<file path="src/rtl/sei_pkg.sv">
package sei_pkg;
  localparam int SYM_W   = 8;
  localparam int LFSR_W  = 32;
  localparam logic [LFSR_W-1:0] POLY = 32'h0040_0007;
  localparam int NUM_SET = 26;
  localparam int SET_W   = $clog2(NUM_SET + 1);

  // Galois step: shift left, fold the feedback mask in when the top bit leaves
  function automatic logic [LFSR_W-1:0] lfsr_step(input logic [LFSR_W-1:0] s);
    return {s[LFSR_W-2:0], 1'b0} ^ (s[LFSR_W-1] ? POLY : '0);
  endfunction

  // Hit when the lowest 'setting' bits are all zero; the last setting never hits
  function automatic logic rate_hit(input logic [LFSR_W-1:0] s,
                                    input logic [SET_W-1:0]  setting);
    logic hit;
    hit = (int'(setting) >= 1) && (int'(setting) < NUM_SET);
    for (int i = 0; i < LFSR_W; i++)
      if (i < int'(setting) && s[i]) hit = 1'b0;
    return hit;
  endfunction

  // Corruption mask from the top bits; never zero
  function automatic logic [SYM_W-1:0] mask_pick(input logic [LFSR_W-1:0] s);
    logic [SYM_W-1:0] m;
    m = s[LFSR_W-1 -: SYM_W];
    return (m == '0) ? SYM_W'(1) : m;
  endfunction
endpackage

</file>
<file path="src/rtl/sei_rate_reg.sv">
module sei_rate_reg
  import sei_pkg::*;
(
  input  logic             clk,
  input  logic             rst_n,
  input  logic             setup_mode,
  input  logic             rate_up,
  input  logic             rate_down,
  output logic [SET_W-1:0] rate
);
  localparam logic [SET_W-1:0] TOP_SET = SET_W'(NUM_SET);
  localparam logic [SET_W-1:0] LOW_SET = SET_W'(1);

  logic step_up_w, step_dn_w;
  assign step_up_w = setup_mode && rate_up && !rate_down && (rate > LOW_SET);
  assign step_dn_w = setup_mode && rate_down && !rate_up && (rate < TOP_SET);

  always_ff @(posedge clk) begin
    if (!rst_n)         rate <= TOP_SET;
    else if (step_up_w) rate <= rate - LOW_SET;
    else if (step_dn_w) rate <= rate + LOW_SET;
  end

  p_rate_range_r2: assert property (@(posedge clk) disable iff (!rst_n)
    (rate >= LOW_SET) && (rate <= TOP_SET));
  p_hold_outside_setup_r4: assert property (@(posedge clk) disable iff (!rst_n)
    !setup_mode |=> $stable(rate));
  p_both_pressed_r4: assert property (@(posedge clk) disable iff (!rst_n)
    (rate_up && rate_down) |=> $stable(rate));
  p_sat_low_r2: assert property (@(posedge clk) disable iff (!rst_n)
    (rate == LOW_SET && !rate_down) |=> (rate == LOW_SET));
endmodule

</file>
<file path="src/rtl/sei_lfsr.sv">
module sei_lfsr
  import sei_pkg::*;
#(
  parameter logic [LFSR_W-1:0] SEED = 32'hACE1_2468
) (
  input  logic              clk,
  input  logic              rst_n,
  input  logic              adv,
  output logic [LFSR_W-1:0] state
);
  always_ff @(posedge clk) begin
    if (!rst_n)   state <= SEED;
    else if (adv) state <= lfsr_step(state);
  end

  p_lfsr_hold_r5: assert property (@(posedge clk) disable iff (!rst_n)
    !adv |=> $stable(state));
  p_lfsr_nonzero_r5: assert property (@(posedge clk) disable iff (!rst_n)
    state != '0);
endmodule

</file>
<file path="src/rtl/sei_cw_count.sv">
module sei_cw_count #(
  parameter int CW_LEN = 204,
  parameter int IDX_W  = $clog2(CW_LEN)
) (
  input  logic             clk,
  input  logic             rst_n,
  input  logic             adv,
  output logic [IDX_W-1:0] idx
);
  localparam logic [IDX_W-1:0] LAST = IDX_W'(CW_LEN - 1);

  always_ff @(posedge clk) begin
    if (!rst_n)   idx <= '0;
    else if (adv) idx <= (idx == LAST) ? '0 : idx + IDX_W'(1);
  end

  p_idx_range_r9: assert property (@(posedge clk) disable iff (!rst_n)
    idx <= LAST);
  p_idx_wrap_r9: assert property (@(posedge clk) disable iff (!rst_n)
    (adv && idx == LAST) |=> (idx == '0));
endmodule

</file>
<file path="src/rtl/symbol_err_injector.sv">
module symbol_err_injector
  import sei_pkg::*;
#(
  parameter int                CW_LEN = 204,
  parameter logic [LFSR_W-1:0] SEED   = 32'hACE1_2468,
  parameter int                POS_W  = $clog2(CW_LEN)
) (
  input  logic             clk,
  input  logic             rst_n,
  input  logic             setup_mode,
  input  logic             rate_up,
  input  logic             rate_down,
  input  logic             in_valid,
  input  logic [SYM_W-1:0] in_data,
  output logic             out_valid,
  output logic [SYM_W-1:0] out_data,
  output logic             inj_strobe,
  output logic [SYM_W-1:0] inj_mask,
  output logic [POS_W-1:0] inj_pos,
  output logic [SET_W-1:0] rate_sel
);
  logic [LFSR_W-1:0] lfsr_q;
  logic [POS_W-1:0]  idx_q;
  logic              hit_w;
  logic [SYM_W-1:0]  mask_w;

  sei_rate_reg u_rate (
    .clk(clk), .rst_n(rst_n), .setup_mode(setup_mode),
    .rate_up(rate_up), .rate_down(rate_down), .rate(rate_sel));

  sei_lfsr #(.SEED(SEED)) u_lfsr (
    .clk(clk), .rst_n(rst_n), .adv(in_valid), .state(lfsr_q));

  sei_cw_count #(.CW_LEN(CW_LEN), .IDX_W(POS_W)) u_cw (
    .clk(clk), .rst_n(rst_n), .adv(in_valid), .idx(idx_q));

  // Decision on the pre-advance LFSR value
  assign hit_w  = in_valid && rate_hit(lfsr_q, rate_sel);
  assign mask_w = hit_w ? mask_pick(lfsr_q) : '0;

  always_ff @(posedge clk) begin
    if (!rst_n) begin
      out_valid  <= 1'b0;
      out_data   <= '0;
      inj_strobe <= 1'b0;
      inj_mask   <= '0;
      inj_pos    <= '0;
    end else begin
      out_valid  <= in_valid;
      inj_strobe <= hit_w;
      inj_mask   <= mask_w;
      if (in_valid) begin
        out_data <= in_data ^ mask_w;
        inj_pos  <= idx_q;
      end
    end
  end

  p_latency_r8: assert property (@(posedge clk) disable iff (!rst_n)
    in_valid |=> out_valid);
  p_idle_r8: assert property (@(posedge clk) disable iff (!rst_n)
    !in_valid |=> !out_valid);
  p_pass_through_r8: assert property (@(posedge clk) disable iff (!rst_n)
    (in_valid && !hit_w) |=> (out_data == $past(in_data)));
  p_strobe_valid_r9: assert property (@(posedge clk) disable iff (!rst_n)
    inj_strobe |-> out_valid);
  p_mask_nonzero_r7: assert property (@(posedge clk) disable iff (!rst_n)
    inj_strobe |-> (inj_mask != '0));
  p_off_setting_r6: assert property (@(posedge clk) disable iff (!rst_n)
    (int'(rate_sel) == NUM_SET) |=> !inj_strobe);
endmodule

</file>
<file path="config.mk">
export PLATFORM = sky130hd
export DESIGN_NAME = symbol_err_injector
export DESIGN_NICKNAME = d
export VERILOG_FILES = /design/src/rtl/sei_pkg.sv /design/src/rtl/sei_rate_reg.sv /design/src/rtl/sei_lfsr.sv /design/src/rtl/sei_cw_count.sv /design/src/rtl/symbol_err_injector.sv
export SDC_FILE = /design/constraint.sdc
export NUM_CORES = 1
export LEC_CHECK = 0
export BUFFER_PORTS_ARGS = -buffer_cell sky130_fd_sc_hd__buf_2
export CAP_MARGIN = 15
export CORE_MARGIN = 3
export CORE_UTILIZATION = 40
export CTS_BUF_LIST = sky130_fd_sc_hd__clkbuf_2
export CTS_CLUSTER_SIZE = 10
export DETAILED_ROUTE_END_ITERATION = 10
export PLACE_DENSITY = 0.68
export SLEW_MARGIN = 30
export SYNTH_ARGS = -nofsm -noshare
export SYNTH_HDL_FRONTEND = slang
export SYNTH_SLANG_ARGS = --single-unit
</file>
<file path="constraint.sdc">
create_clock -name clk -period 3.05 [get_ports clk]
set_input_delay 0.1525 -clock clk [delete_from_list [all_inputs] [get_ports clk]]
set_output_delay 0.1525 -clock clk [all_outputs]
set_load 0.02 [all_outputs]
</file>
### Yosys cells after proc, flatten, opt, wreduce, memory -nomap -nowiden

Index checks and enable logic that the tools add are counted.

| cells by class | value |
|---|---|
| add/subtract/negate cells | 3 |
| magnitude comparators | 35 |
| eq/ne operators | 1 |
| mux-type cells | 37 |
| bitwise gates (word level) | 2 |
| reductions and logical operators | 43 |

Operators with widths:

| cell | number |
|---|---|
| $lt 5x5->1 const A | 15 |
| $lt 4x5->1 const A | 8 |
| $logic_and 1x1->1 | 39 |
| $xor 32x32->32 | 1 |
| $mux 1 | 31 |
| $mux 8 | 3 |
| $mux 23 | 1 |
| $lt 3x5->1 const A | 4 |
| $lt 1x5->1 const A | 2 |
| $lt 2x5->1 const A | 2 |
| $lt 5x5->1 const B | 2 |
| $mux 5 | 2 |
| $add 8x1->8 const B | 1 |
| $eq 8x8->1 const B | 1 |
| $logic_not 8->1 | 1 |
| $xor 8x8->8 | 1 |
| $add 5x1->5 const B | 1 |
| $ge 5x1->1 const B | 1 |
| $gt 5x1->1 const B | 1 |
| $sub 5x1->5 const B | 1 |
| $logic_not 1->1 | 2 |
| $reduce_bool 2->1 | 1 |

| storage, ports and cells | value |
|---|---|
| register bits after elaboration | 71 |
| bits of input ports | 14 |
| output and inout port bits | 31 |
| logic and storage cells | 129 |

### Logic depth before layout (Yosys ltp)

| logic depth | value |
|---|---|
| depth in word-level cells | 36 |
| gate-level depth with buffers | 12 |
| gate-level depth less buffers | 8 |

### Hierarchy

From an unflattened synthesis, not the netlist that was laid out.

| second synthesis, totals | value |
|---|---|
| cell total of the unflattened synthesis | 346 |
| area total of the unflattened synthesis | 3362.0 um^2 |

Modules (own cells, without submodules):

| module | instances | cells each | area each (um^2) | seq. area each (um^2) |
|---|---|---|---|---|
| symbol_err_injector | 1 | 161 | 1383.8 | 520.5 |
| sei_lfsr | 1 | 107 | 1222.4 | 640.6 |
| sei_rate_reg | 1 | 40 | 379.1 | 100.1 |
| sei_cw_count | 1 | 38 | 376.6 | 160.2 |

### Worst setup path before layout

Ideal clock, no wire load.

| timing path | value |
|---|---|
| path kind | reg-to-reg |
| from | register u_rate.rate[1] |
| to | register out_data[5] |
| setup time | 0.074 ns |
| arrival | 2.941 ns |
| data required time | 2.976 ns |
| setup slack | 0.035 ns |
| stages on the path, launching flop included | 13 |
| buffers on the path | 4 |
| period minus slack after synthesis | 3.015 ns |
| cells stage by stage | dfxtp_1 > buf_6 > buf_2 > inv_1 > ha_1 > or3b_1 > a22oi_1 > nand4b_1 > or4_1 > buf_2 > buf_6 > or4_1 > a31oi_1 |

| on the way | value |
|---|---|
| longest elaborated chain between the ends | 36 |
| elaborated cells between the ends (all ways) | 99 |
| classes of those cells | order compare: 33; mux: 32; bitwise: 1; reduce/logical: 33 |

RTL lines:

| what | line | source |
|---|---|---|
| from (decl) | sei_rate_reg.sv:9 | `output logic [SET_W-1:0] rate` |
| from (signal assigned) | sei_rate_reg.sv:20 | `else if (step_up_w) rate <= rate - LOW_SET;` |
| from (signal assigned) | sei_rate_reg.sv:21 | `else if (step_dn_w) rate <= rate + LOW_SET;` |
| $ge 5x1->1 (tied with other cells) | sei_pkg.sv:17 | `hit = (int'(setting) >= 1) && (int'(setting) < NUM_SET);` |
| $logic_and 1x1->1 (on tied branches) | sei_pkg.sv:17, sei_pkg.sv:19 |  |
| $mux 1 (30 in a row) | sei_pkg.sv:19 | `if (i < int'(setting) && s[i]) hit = 1'b0;` |
| $mux 1 (*) | sei_pkg.sv:19 |  |
| $logic_and 1x1->1 (*) | symbol_err_injector.sv:38 | `assign hit_w = in_valid && rate_hit(lfsr_q, rate_sel);` |
| $mux 8 (*) | symbol_err_injector.sv:39 | `assign mask_w = hit_w ? mask_pick(lfsr_q) : '0;` |
| $xor 8x8->8 (*) | symbol_err_injector.sv:53 | `out_data <= in_data ^ mask_w;` |
| to (signal assigned) | symbol_err_injector.sv:53 |  |
| to (decl) | symbol_err_injector.sv:16 | `output logic [SYM_W-1:0] out_data,` |

Every way passes the cells marked *; elsewhere a longest branch is shown, timed or not.
A chain may end at the register's enable or synchronous reset.

### Final worst setup path

Same ends and word-level chain as after synthesis.

==> reports/results.tsv <==
metric	value	unit
reg2reg start	u_rate.rate[1]$_SDFFE_PN1P_	
GRT overflow	0	
CTS Buf Count	9	
status	finished clean	
die height	96.5	um
CP Data Arrival Time	3160	ps
Iteration-0 DRC Markers	148	
Synth area leaders	dfxtp_1 43%, mux2i_1 11%, nor2b_1 5.0%	
Synth Instances	359	
CP max FO	17	
Critical Path End	out_data[5]$_SDFFE_PN0P_	
register area share after synthesis	0.434	
Leak Pwr	1.65	nW
Placed Area	3580	um2
die area	9320	um2
nature of the critical path startpoint	flop	
number of nets in the layout	424	
Max-cap violations	0	
clk sinks	71	
area of the multi-input gates	1710	um2
FP Rows	32	
area delta synth->final	16.2	%
WHS Path Cells	6	
clock buffer depth	2	
Worst-Margin Slew	851	ps
Layout fillers	770	
R2R setup slack	330	ps
TNS Setup	0	ps
vias in the first global route	2450	
CP required	3490	ps
GRT Total Usage	0.165	
initial antenna violation count	0	
fmax	0.368	GHz
max-slew violations	0	
CP Capture Type	flop	
initial core utilization	0.418	
CTS clk-pin slew, worst paths	190	ps
post-route ant nets	0	
Syn Std Cell Area	3280	um2
Slew headroom	0.433	
first-pass GRT wire length	12.0	mm
PD cells	478	nW/um2
Slowest cell on crit path	or4_4	
Tmin final	2720	ps
Yosys warning count	0	
Post-synth EDFFs	0	
Final setup viols	0	
RSZ-0062 raised after global routing	no	
most common cell after layout, fill and taps aside	dfxtp_1	
final hold slack	118	ps
CP Launch Point	u_rate.rate[1]$_SDFFE_PN1P_	
Clock Skew	37.8	ps
synthesized area per cell	9.13	um2
post-synthesis register bit count	71	
synthesized net count	377	
router iterations before antenna repair	4	
crit-path cells	inv_1 > ha_1 > or3b_1 > a22oi_1 > nand4b_1 > or4_4 > or4_1 > a31oi_1	
antenna cell count	0	
pin count of the biggest net entering global routing	68	
cell taking the most area after synthesis	dfxtp_1	
Via Count	2734	
Remaining DRCs	0	
worst setup path class	flop to flop	
H-tree Lvls	3	
period utilisation layout	0.891	
top_reg_cell synth	dfxtp_1	
Final HPWL DP	4.82	mm
Worst-Skew Late Latency	500	ps
final hold vios	0	
Post-Place Worst Slack	190	ps
Finished Cell Area	3810	um2
R2R Path End	out_data[5]$_SDFFE_PN0P_	
RePlAce Congestion	0.890	
CTS tree	done	
Final WS setup	331	ps
most frequent cells in the layout	71 x dfxtp_1, 44 x buf_2, 36 x mux2i_1	
core area	7850	um2
top cell type's share of synthesized area	0.434	
crit-path max cell delay	640	ps
WL final	7.28	mm
Worst Hold Class	input port to flop	
Buffers on Ports	44	
Top Ports	45	
Die Wd	96.5	um
Routed WL per cell	14.2	um
VDD IR-drop max	0.195	mV
Worst R2R Path Depth	8	
DR vias/cell	5.33	
share of cells above drive strength 1	0.175	
CTS root buf	clkbuf_2	
total power after layout	1.82	mW
register area	1420	um2
count of different cell masters after synthesis	47	
Async S/R FF share, synth	0	
synth_stat cells (4+ instances only):
| cell type | number |
|---|---|
| nor2b_1 | 26 |
| o31ai_1 | 10 |
| and3_1 | 10 |
| buf_2 | 5 |
| nand2_1 | 30 |
| clkbuf_1 | 17 |
| nand4_1 | 5 |
| nor2_1 | 13 |
| dfxtp_1 | 71 |
| o211a_1 | 4 |
| buf_1 | 4 |
| nand3_1 | 12 |
| xor2_1 | 5 |
| xnor2_1 | 7 |
| a21oi_1 | 7 |
| ha_1 | 4 |
| and2_1 | 4 |
| or4_1 | 10 |
| a31oi_1 | 13 |
| mux2i_1 | 36 |
| inv_1 | 8 |
| o21ai_0 | 19 |
how the worst min path moves through the flow:
stage	start	endpoint	slack [ps]
floorplan	in_data[0]	out_data[0]$_SDFFE_PN0P_	320
global placement	in_data[4]	out_data[4]$_SDFFE_PN0P_	430
detailed placement	in_data[0]	out_data[0]$_SDFFE_PN0P_	440
CTS	rate_down	u_rate.rate[4]$_SDFFE_PN1P_	60
global route	rate_down	u_rate.rate[4]$_SDFFE_PN1P_	100
finish	rate_down	u_rate.rate[4]$_SDFFE_PN1P_	120
worst max-delay path, delay by kind of cell, from the launching register on:
family,cells,cell delay (ps)
AOI/OAI and AO/OA,2,370
adders and majority gates,1,190
DFF,1,350
buffers and inverters,1,90
and+or+nand+nor,4,1680
timing repair:
item	in CTS	in global routing
endpoints found under the setup margin	0	14
buffers inserted	0	0
hold buffers	9	0
gates resized for setup	0	1
endpoints found under the hold margin	10	0
state kept, by name, indices dropped and copies added (netlist names):
register and count:
out_valid 1, inj_pos 8, u_rate.rate 5, u_lfsr.state 32
inj_mask 8, inj_strobe 1, u_cw.idx 8, out_data 8
per-stage QoR:
stage	util	instances
2_1_floorplan	-	359
3_3_place_gp	0.456	488
3_5_place_dp	0.456	488
4_1_cts	0.484	513
5_1_grt	0.485	513
6_report	0.485	513
cell type report:
cell class                 count  share of cell area
clock buffer                  11              0.0145
multi-input combinational    252               0.449
clock inverter                 5              0.0191
timing repair buffer          64               0.103
sequential                    71               0.373
inverter                       8             0.00788
tap                          102              0.0335
cell families (layout without fill, tap and decap cells):
family,count (synthesis),in the layout,share of synthesized area
fa+ha+maj,5,5,0.0183
xor+xnor,12,12,0.0321
simple gates,122,122,0.202
compound gates,77,77,0.156
mux,36,36,0.110
buf+inv,36,88,0.0477
flops,71,71,0.434
power breakdown:
group          leakage (nW)  switching (mW)  internal, mW
Clock                0.0810           0.317         0.272
Combinational         0.991           0.115        0.0984
Sequential            0.583          0.0445         0.971
per-layer routing:
| metal | wire [um] | up-vias | track usage |
|---|---|---|---|
| li1 | - | 1391 | - |
| met1 | 3510 | 1285 | 0.228 |
| met2 | 3380 | 49 | 0.245 |
| met3 | 286 | 9 | 0.0387 |
| met4 | 107 | 0 | 0.0713 |
| met5 | 0 | - | 0 |
Note: power is estimated with default switching activity, not from simulation.
